## src/rtl/mpd_pkg.sv

```systemverilog
// Package: shared types for the paged chip-select decoder.
// Assumes: four external targets at most, one select each.
package mpd_pkg;

    // Decoded destination of one bus access
    typedef enum logic [2:0] {
        TGT_NONE   = 3'd0,
        TGT_PERIPH = 3'd1,
        TGT_SRAM   = 3'd2,
        TGT_EEPROM = 3'd3,
        TGT_FLASH  = 3'd4
    } tgt_e;

    // Active-low select bundle, one bit per target
    typedef struct packed {
        logic flash_n;
        logic sram_n;
        logic eeprom_n;
        logic periph_n;
    } cs_vec_t;

    localparam cs_vec_t CS_IDLE = '{flash_n: 1'b1, sram_n: 1'b1, eeprom_n: 1'b1, periph_n: 1'b1};

endpackage

```

## src/rtl/mpd_page_lookup.sv

```systemverilog
// Module: mpd_page_lookup
// Maps an address and the two steering bits to one target.
// Assumes: page 0 is on-chip; unnamed pages above page 0 belong to flash;
// flash-bound addresses under FLASH_FLOOR are dropped to no target.
module mpd_page_lookup
    import mpd_pkg::*;
#(
    parameter int ADDR_W      = 20,
    parameter int PAGE_W      = 4,
    parameter int PERIPH_PAGE = 1,
    parameter int SWAP_A_PAGE = 2,
    parameter int SRAM_PAGE   = 3,
    parameter int SWAP_B_PAGE = 4,
    parameter logic [ADDR_W-1:0] FLASH_FLOOR = 20'h40000
) (
    input  logic [ADDR_W-1:0] addr,
    input  logic              swap_a,
    input  logic              swap_b,
    output tgt_e              tgt
);

    localparam int PAGE_LSB = ADDR_W - PAGE_W;

    logic [PAGE_W-1:0] page;
    tgt_e              raw_tgt;

    assign page = addr[ADDR_W-1:PAGE_LSB];

    // Choose the target from the page number and steering bits
    always_comb begin
        if (page == '0)
            raw_tgt = TGT_NONE;
        else if (page == PAGE_W'(PERIPH_PAGE))
            raw_tgt = TGT_PERIPH;
        else if (page == PAGE_W'(SRAM_PAGE))
            raw_tgt = TGT_SRAM;
        else if (page == PAGE_W'(SWAP_A_PAGE))
            raw_tgt = swap_a ? TGT_FLASH : TGT_EEPROM;
        else if (page == PAGE_W'(SWAP_B_PAGE))
            raw_tgt = swap_b ? TGT_SRAM : TGT_FLASH;
        else
            raw_tgt = TGT_FLASH;
    end

    // Drop flash accesses that fall under the usable floor
    always_comb begin
        if (raw_tgt == TGT_FLASH && addr < FLASH_FLOOR)
            tgt = TGT_NONE;
        else
            tgt = raw_tgt;
    end

endmodule

```

## src/rtl/mpd_remap_reg.sv

```systemverilog
// Module: mpd_remap_reg
// Holds the two steering bits and returns them on a registered readback.
// Assumes: write and read hits are already decoded by the caller.
module mpd_remap_reg #(
    parameter int DATA_W = 8
) (
    input  logic              clk,
    input  logic              rst_n,
    input  logic              wr_hit,
    input  logic              rd_hit,
    input  logic [DATA_W-1:0] wdata,
    output logic              swap_a,
    output logic              swap_b,
    output logic [DATA_W-1:0] rdata
);

    // Load the steering bits on a matching write
    always_ff @(posedge clk) begin
        if (!rst_n) begin
            swap_a <= 1'b0;
            swap_b <= 1'b0;
        end else if (wr_hit) begin
            swap_a <= wdata[0];
            swap_b <= wdata[1];
        end
    end

    // Register the readback, zero unless a matching read is seen
    always_ff @(posedge clk) begin
        if (!rst_n)
            rdata <= '0;
        else if (rd_hit)
            rdata <= {{(DATA_W-2){1'b0}}, swap_b, swap_a};
        else
            rdata <= '0;
    end

    a_r11_hold_without_write: assert property (@(posedge clk) disable iff (!rst_n)
        !wr_hit |=> ($stable(swap_a) && $stable(swap_b)));

    a_r12_zero_without_read: assert property (@(posedge clk) disable iff (!rst_n)
        !rd_hit |=> (rdata == '0));

endmodule

```

## src/rtl/mpd_cs_outreg.sv

```systemverilog
// Module: mpd_cs_outreg
// Turns a decoded target into registered active-low selects.
// Assumes: the strobe input is already synchronous to clk.
module mpd_cs_outreg
    import mpd_pkg::*;
(
    input  logic    clk,
    input  logic    rst_n,
    input  logic    as_n,
    input  tgt_e    tgt,
    output cs_vec_t cs
);

    cs_vec_t cs_next;

    // One-cold select vector for the target, idle when the strobe is high
    always_comb begin
        cs_next = CS_IDLE;
        if (!as_n) begin
            case (tgt)
                TGT_PERIPH: cs_next.periph_n = 1'b0;
                TGT_SRAM:   cs_next.sram_n   = 1'b0;
                TGT_EEPROM: cs_next.eeprom_n = 1'b0;
                TGT_FLASH:  cs_next.flash_n  = 1'b0;
                default:    cs_next          = CS_IDLE;
            endcase
        end
    end

    // Register the selects
    always_ff @(posedge clk) begin
        if (!rst_n)
            cs <= CS_IDLE;
        else
            cs <= cs_next;
    end

    a_r9_single_select: assert property (@(posedge clk) disable iff (!rst_n)
        $countones(~cs) <= 1);

    a_r2_idle_strobe: assert property (@(posedge clk) disable iff (!rst_n)
        as_n |=> (cs == CS_IDLE));

endmodule

```

## src/rtl/mcu_page_decoder.sv

```systemverilog
// Module: mcu_page_decoder (top)
// Decodes controller bus cycles into registered chip selects and holds the
// page steering register at offset REMAP_OFFSET of the peripheral page.
// Assumes: bus inputs are synchronous to clk; strobes are active low.
module mcu_page_decoder
    import mpd_pkg::*;
#(
    parameter int ADDR_W       = 20,
    parameter int DATA_W       = 8,
    parameter int PAGE_W       = 4,
    parameter int PERIPH_PAGE  = 1,
    parameter int SWAP_A_PAGE  = 2,
    parameter int SRAM_PAGE    = 3,
    parameter int SWAP_B_PAGE  = 4,
    parameter int REMAP_OFFSET = 0,
    parameter logic [ADDR_W-1:0] FLASH_FLOOR = 20'h40000
) (
    input  logic              clk,
    input  logic              rst_n,
    input  logic [ADDR_W-1:0] bus_addr,
    input  logic [DATA_W-1:0] bus_wdata,
    input  logic              bus_as_n,
    input  logic              bus_rd_n,
    input  logic              bus_wr_n,
    output logic              flash_cs_n,
    output logic              sram_cs_n,
    output logic              eeprom_cs_n,
    output logic              periph_cs_n,
    output logic [DATA_W-1:0] remap_rdata
);

    localparam int OFFS_W = ADDR_W - PAGE_W;

    logic [PAGE_W-1:0] page;
    logic [OFFS_W-1:0] offs;
    logic              reg_hit;
    logic              wr_hit;
    logic              rd_hit;
    logic              swap_a;
    logic              swap_b;
    tgt_e              tgt;
    cs_vec_t           cs;

    assign page = bus_addr[ADDR_W-1:OFFS_W];
    assign offs = bus_addr[OFFS_W-1:0];

    // Decode accesses to the steering register
    always_comb begin
        reg_hit = !bus_as_n && (page == PAGE_W'(PERIPH_PAGE))
                  && (offs == OFFS_W'(REMAP_OFFSET));
        wr_hit  = reg_hit && !bus_wr_n;
        rd_hit  = reg_hit && !bus_rd_n;
    end

    mpd_remap_reg #(
        .DATA_W (DATA_W)
    ) remap_i (
        .clk    (clk),
        .rst_n  (rst_n),
        .wr_hit (wr_hit),
        .rd_hit (rd_hit),
        .wdata  (bus_wdata),
        .swap_a (swap_a),
        .swap_b (swap_b),
        .rdata  (remap_rdata)
    );

    mpd_page_lookup #(
        .ADDR_W      (ADDR_W),
        .PAGE_W      (PAGE_W),
        .PERIPH_PAGE (PERIPH_PAGE),
        .SWAP_A_PAGE (SWAP_A_PAGE),
        .SRAM_PAGE   (SRAM_PAGE),
        .SWAP_B_PAGE (SWAP_B_PAGE),
        .FLASH_FLOOR (FLASH_FLOOR)
    ) lookup_i (
        .addr   (bus_addr),
        .swap_a (swap_a),
        .swap_b (swap_b),
        .tgt    (tgt)
    );

    mpd_cs_outreg outreg_i (
        .clk   (clk),
        .rst_n (rst_n),
        .as_n  (bus_as_n),
        .tgt   (tgt),
        .cs    (cs)
    );

    // Break the select bundle out to ports
    always_comb begin
        flash_cs_n  = cs.flash_n;
        sram_cs_n   = cs.sram_n;
        eeprom_cs_n = cs.eeprom_n;
        periph_cs_n = cs.periph_n;
    end

    a_r3_page0_quiet: assert property (@(posedge clk) disable iff (!rst_n)
        (!bus_as_n && page == '0) |=>
        (flash_cs_n && sram_cs_n && eeprom_cs_n && periph_cs_n));

    a_r7_high_pages_flash: assert property (@(posedge clk) disable iff (!rst_n)
        (!bus_as_n && page > PAGE_W'(SWAP_B_PAGE)) |=> !flash_cs_n);

    a_r8_flash_floor: assert property (@(posedge clk) disable iff (!rst_n)
        (bus_addr < FLASH_FLOOR) |=> flash_cs_n);

endmodule

```

## config.mk

```make
export PLATFORM = sky130hd
export DESIGN_NAME = mcu_page_decoder
export DESIGN_NICKNAME = d
export VERILOG_FILES = /design/src/rtl/mpd_pkg.sv /design/src/rtl/mpd_page_lookup.sv /design/src/rtl/mpd_remap_reg.sv /design/src/rtl/mpd_cs_outreg.sv /design/src/rtl/mcu_page_decoder.sv
export SDC_FILE = /design/constraint.sdc
export NUM_CORES = 1
export LEC_CHECK = 0
export BUFFER_PORTS_ARGS = -buffer_cell sky130_fd_sc_hd__buf_2
export CORE_UTILIZATION = 33
export DETAILED_ROUTE_END_ITERATION = 10
export PLACE_DENSITY_LB_ADDON = 0.12
export SYNTH_ARGS = -nofsm -noshare
export SYNTH_HDL_FRONTEND = slang
export SYNTH_HIERARCHICAL = 1
export SYNTH_SLANG_ARGS = --single-unit
```

## constraint.sdc

```tcl
create_clock -name clk -period 1.8 [get_ports clk]
set_clock_uncertainty 0.15 [all_clocks]
set_input_delay 0.09 -clock clk [delete_from_list [all_inputs] [get_ports clk]]
set_output_delay 0.09 -clock clk [all_outputs]
set_load 0.02 [all_outputs]
```

## Word-level counts from Yosys, hierarchy flattened

Index checks and enable logic that the tools add are counted.
W data, S select, Z words.

- Word-level logic and storage cells: 43
- Output and inout port bits: 12
- Input port bits: 33
- Register bits: 14

- Mux-type cells: 12
- Eq/ne operators: 9
- Reductions and logical operators: 12
- Bitwise operators: 1
- $lt $le $gt $ge: 1

Operators by type and width:

| cell | number |
|---|---|
| $mux W3 | 8 |
| $lt A20 B19 Y1 const B | 1 |
| $logic_not A16 Y1 | 1 |
| $eq A4 B2 Y1 const B | 2 |
| $eq A3 B2 Y1 const B | 2 |
| $eq A3 B3 Y1 const B | 2 |
| $logic_and A1 B1 Y1 | 5 |
| $eq A4 B1 Y1 const B | 1 |
| $eq A4 B3 Y1 const B | 1 |
| $logic_not A4 Y1 | 1 |
| $mux W1 | 4 |
| $eq A3 B1 Y1 const B | 1 |
| $logic_not A1 Y1 | 3 |
| $reduce_and A2 Y1 | 1 |
| $reduce_or A2 Y1 | 1 |
| $not A1 Y1 | 1 |

## Logic depth before layout (Yosys ltp)

- Depth in word-level cells: 11
- Depth in mapped cells: 5
- Mapped depth without buffers: 5

## Modules after synthesis

The synthesis kept the hierarchy.

By module, submodules not included:

| module | area an instance (µm²) | seq. area each (µm²) | cells each | instances |
|---|---|---|---|---|
| mpd_remap_reg | 173.9 | 80.1 | 17 | 1 |
| mpd_cs_outreg | 131.4 | 80.1 | 11 | 1 |
| mcu_page_decoder | 65.1 | 0.0 | 11 | 1 |
| mpd_page_lookup | 62.6 | 0.0 | 11 | 1 |

## Least setup slack after synthesis

Ideal clock, no wire load.

- Kind: input-to-reg
- From: input bus_addr[15]
- To: register remap_i.swap_a
- Library setup time: 0.116 ns
- Required time: 1.534 ns
- Arrival: 1.128 ns
- Path slack: 0.406 ns
- Path buffers: 0
- Cell stages on the path: 4
- Cells stage by stage: or4_1 nor3_1 mux2i_1 nor2b_1

- Longest elaborated chain between the ends: 3

Ends and longest elaborated chain:

| what | line | source |
|---|---|---|
| start, declared | mcu_page_decoder.sv:20 | `input logic [ADDR_W-1:0] bus_addr,` |
| $logic_not A16 Y1 | mcu_page_decoder.sv:50 | `&& (offs == OFFS_W'(REMAP_OFFSET));` |
| $logic_and A1 B1 Y1 | mcu_page_decoder.sv:50 |  |
| $logic_and A1 B1 Y1 | mcu_page_decoder.sv:51 | `wr_hit = reg_hit && !bus_wr_n;` |
| named net wr_hit | mcu_page_decoder.sv:37 | `logic wr_hit;` |
| end signal, assigned | mpd_remap_reg.sv:23 | `swap_a <= wdata[0];` |
| end, declared | mpd_remap_reg.sv:12 | `output logic swap_a,` |

The timed path passes the listed nets, and every way through them passes these cells.
A chain may end at the register's enable or synchronous reset.

## Worst setup path after layout

- From: input bus_addr[19]
- To: register remap_i.swap_a

- Longest elaborated chain between the ends: 4

Ends and longest elaborated chain:

| what | line | source |
|---|---|---|
| $eq A4 B1 Y1 | mcu_page_decoder.sv:49 | `reg_hit = !bus_as_n && (page == PAGE_W'(PERIPH_PAGE))` |
| $logic_and A1 B1 Y1 | mcu_page_decoder.sv:49 |  |
| $logic_and A1 B1 Y1 | mcu_page_decoder.sv:50 |  |
| $logic_and A1 B1 Y1 | mcu_page_decoder.sv:51 |  |
| named net wr_hit | mcu_page_decoder.sv:37 |  |

The timed path passes the listed nets, and every way through them passes these cells.

==> results.toml <==
[synthesis]
synthCells = 50
syn_area_um2 = 432.9
synth_warnings = 6
ys_types = 22
synthSimpleGateAreaFrac = 0.3844
syn_avg_cell_area_um2 = 8.658
synth_top_family_by_area = "simple AND/OR/NAND/NOR gates"
yosys-mux-area-fraction = 0.04624
ys_seq_elements = 8
synth_compound_area_frac = 0.06936
synthAdderAreaFrac = 0
synth-xor-area-share = 0
seq_area_frac_synth = 0.3699

[clocking]
cts_inserted_buffers = 3
cts_max_level = 1
tritoncts = "done"
cts_root_buf = "clkbuf_4"
path_clk_slew_ps = 50
clock_path_buffers = 2
clock-sinks = 8
clkLatencyLatePin_ps = 240

[die]
die_area_mm2 = 0.001461
die_w_um = 38.22
die_h_um = 38.22
fp-row-count = 12
io_pins = 45
start_util = 0.3745
coreArea_mm2 = 0.001156

[power]
ir_drop_mv = 0.2690
switchingPower_w = 0.00008916
comb_power_share = 0.201
power.share.sequential = 0.469
total_power_w = 0.0003822
p_int_w = 0.0002930
clockPowerShare = 0.330
p_sw_frac = 0.2333
p_leak_nw = 0.3062
power.density_mw_per_mm2 = 577.4

[timing]
fmax_mhz = 591.5
slew_violations = 0
period_minus_slack_ps = 1691
rsz0062_at_grt = "false"
finalWorstSetupSlack_ps = 109.3
fin_setup_tns_ps = 0
final.period_utilization = 0.9393
finalSetupViolCount = 0
hold_viol = 0

[critical_path]
crit_fanout = 5
path_class = "input pin to register"
max_stage_delay_ps = 530
start_kind = "input pin"
slowest_stage = "dlygate4sd3_1"
cp.required_ps = 1780
arrival_ps = 1670
path_cells = "dlygate4sd3_1 > buf_2 > or4_1 > nor3_2 > mux2i_1 > nor2b_1"
end_kind = "register"

[detailed_routing]
vias = 466
drt-initial-drc-count = 10
vias_per_cell = 4.524
dr.pass1.iters = 4
ant_nets = 0
postRouteWirelength_um = 1025
routedWlPerCell_um = 9.951
drc = 0

[grt]
grt_pass1_wl_um = 1656
grt_pass1_vias = 389
grt-ovfl-total = 0
grt_start_max_net_pins = 6
grt_usage = 0.1659
antenna_found_initial = 0

[cells_and_area]
fin_nets = 124
fin_util = 0.5725
final_common_cell = "buf_2"
drive_gt1_frac = 0.4270
layout_common_cells = "buf_2, dfxtp_1, conb_1"
synthToLayoutAreaGrowth_pct = 52.89
antenna_cells = 0
finalNonFillerCells = 103

[placement]
place_congestion = 0.6474
pre_cts_ws_ps = 226.4
dp_cells = 95
io_buffers = 32
detailed_place_hpwl_um = 763.4

[run]
maxCapViolCount = 0

[outcome]
run_status = "finished, final reports clean"

[min_path]
hold_path_class = "input pin to register"
synthesized netlist by cell type (all sizes together):
library cell / number / area share
dfxtp: 8 / 0.37
buf: 6 / 0.10
nand3: 4 / 0.046
nor2: 4 / 0.035
nor2b: 3 / 0.061
nor3: 3 / 0.035
nor4: 3 / 0.043
a21oi: 2 / 0.032
and3: 2 / 0.029
inv: 2 / 0.017
mux2i: 2 / 0.046
nand2: 2 / 0.017
or4: 2 / 0.035
a211o: 1 / 0.020
a21o: 1 / 0.017
conb: 1 / 0.0087
nand4b: 1 / 0.020
nand4bb: 1 / 0.026
nor3b: 1 / 0.017
nor4b: 1 / 0.020
kinds of logic after synthesis:
| logic type | count (synthesis) |
|---|---|
| DFF | 8 |
| and+or+nand+nor | 27 |
| muxes | 2 |
| AOI/OAI and AO/OA | 4 |
| buffers and inverters | 8 |
| other | 1 |
sequential cells by signal, summed over array words and instances (netlist names):
name,count
outreg_i/cs,4
remap_i/swap_a,1
remap_i/swap_b,1
remap_i/rdata,2
routing by layer:
metal | routed length (µm) | share of wire | global-route usage
met5 | 0 | 0 | 0
met4 | 0 | 0 | 0.05357
met3 | 49 | 0.048 | 0.05233
met2 | 513 | 0.50 | 0.2754
met1 | 462 | 0.45 | 0.2000
layout make-up:
cell class / instances / area (µm²)
fillers: 120 / 494.2
multi-input cells: 39 / 244.0
repair buffers: 37 / 210.2
flip-flops and latches: 8 / 160.2
clock buffers: 3 / 22.52
well taps: 14 / 17.52
inverters: 2 / 7.507
power groups by stage:
stage / logic (W) / clock network (W) / registers, W
6_report: 0.0000768 / 0.000126 / 0.000179
5_1_grt: 0.0000845 / 0.000144 / 0.000179
4_1_cts: 0.0000755 / 0.000130 / 0.000179
3_5_place_dp: 0.0000669 / 0 / 0.000183
3_3_place_gp: 0.0000658 / 0 / 0.000183
2_1_floorplan: 0.0000388 / 0 / 0.000185
critical path, delay by kind of cell:
kind / cells / cell delay, ps
buffers and inverters: 2 / 680
and+or+nand+nor: 3 / 690
muxes: 1 / 220
worst paths after layout:
path                        from               end  slack [ps]  cells after the start
hold / removal      bus_addr[18]    outreg_i/cs[0]          60                      3
setup reg to reg  remap_i/swap_a    outreg_i/cs[1]         430                      4
hold reg to reg   remap_i/swap_b  remap_i/rdata[1]         380                      1
setup / recovery    bus_addr[19]    remap_i/swap_a         110                      6
stage by stage:
| stage | hold slack [ps] | instance area [µm²] |
|---|---|---|
| 6_report | 57.65 | 661.9 |
| 3_5_place_dp | 204.9 | 584.3 |
| 3_3_place_gp | 196.9 | 584.3 |
| 5_1_grt | 73.85 | 661.9 |
| 4_1_cts | 45.85 | 656.9 |
| 2_1_floorplan | 45.72 | 451.7 |
repair_timing:
| action | CTS | global route |
|---|---|---|
| endpoints found under the hold margin | 7 | 0 |
| setup buffers | 0 | 0 |
| resized for setup | 0 | 1 |
| hold buffers | 5 | 0 |
| setup endpoints to repair | 0 | 2 |
Note: power is estimated with default switching activity, not from simulation.
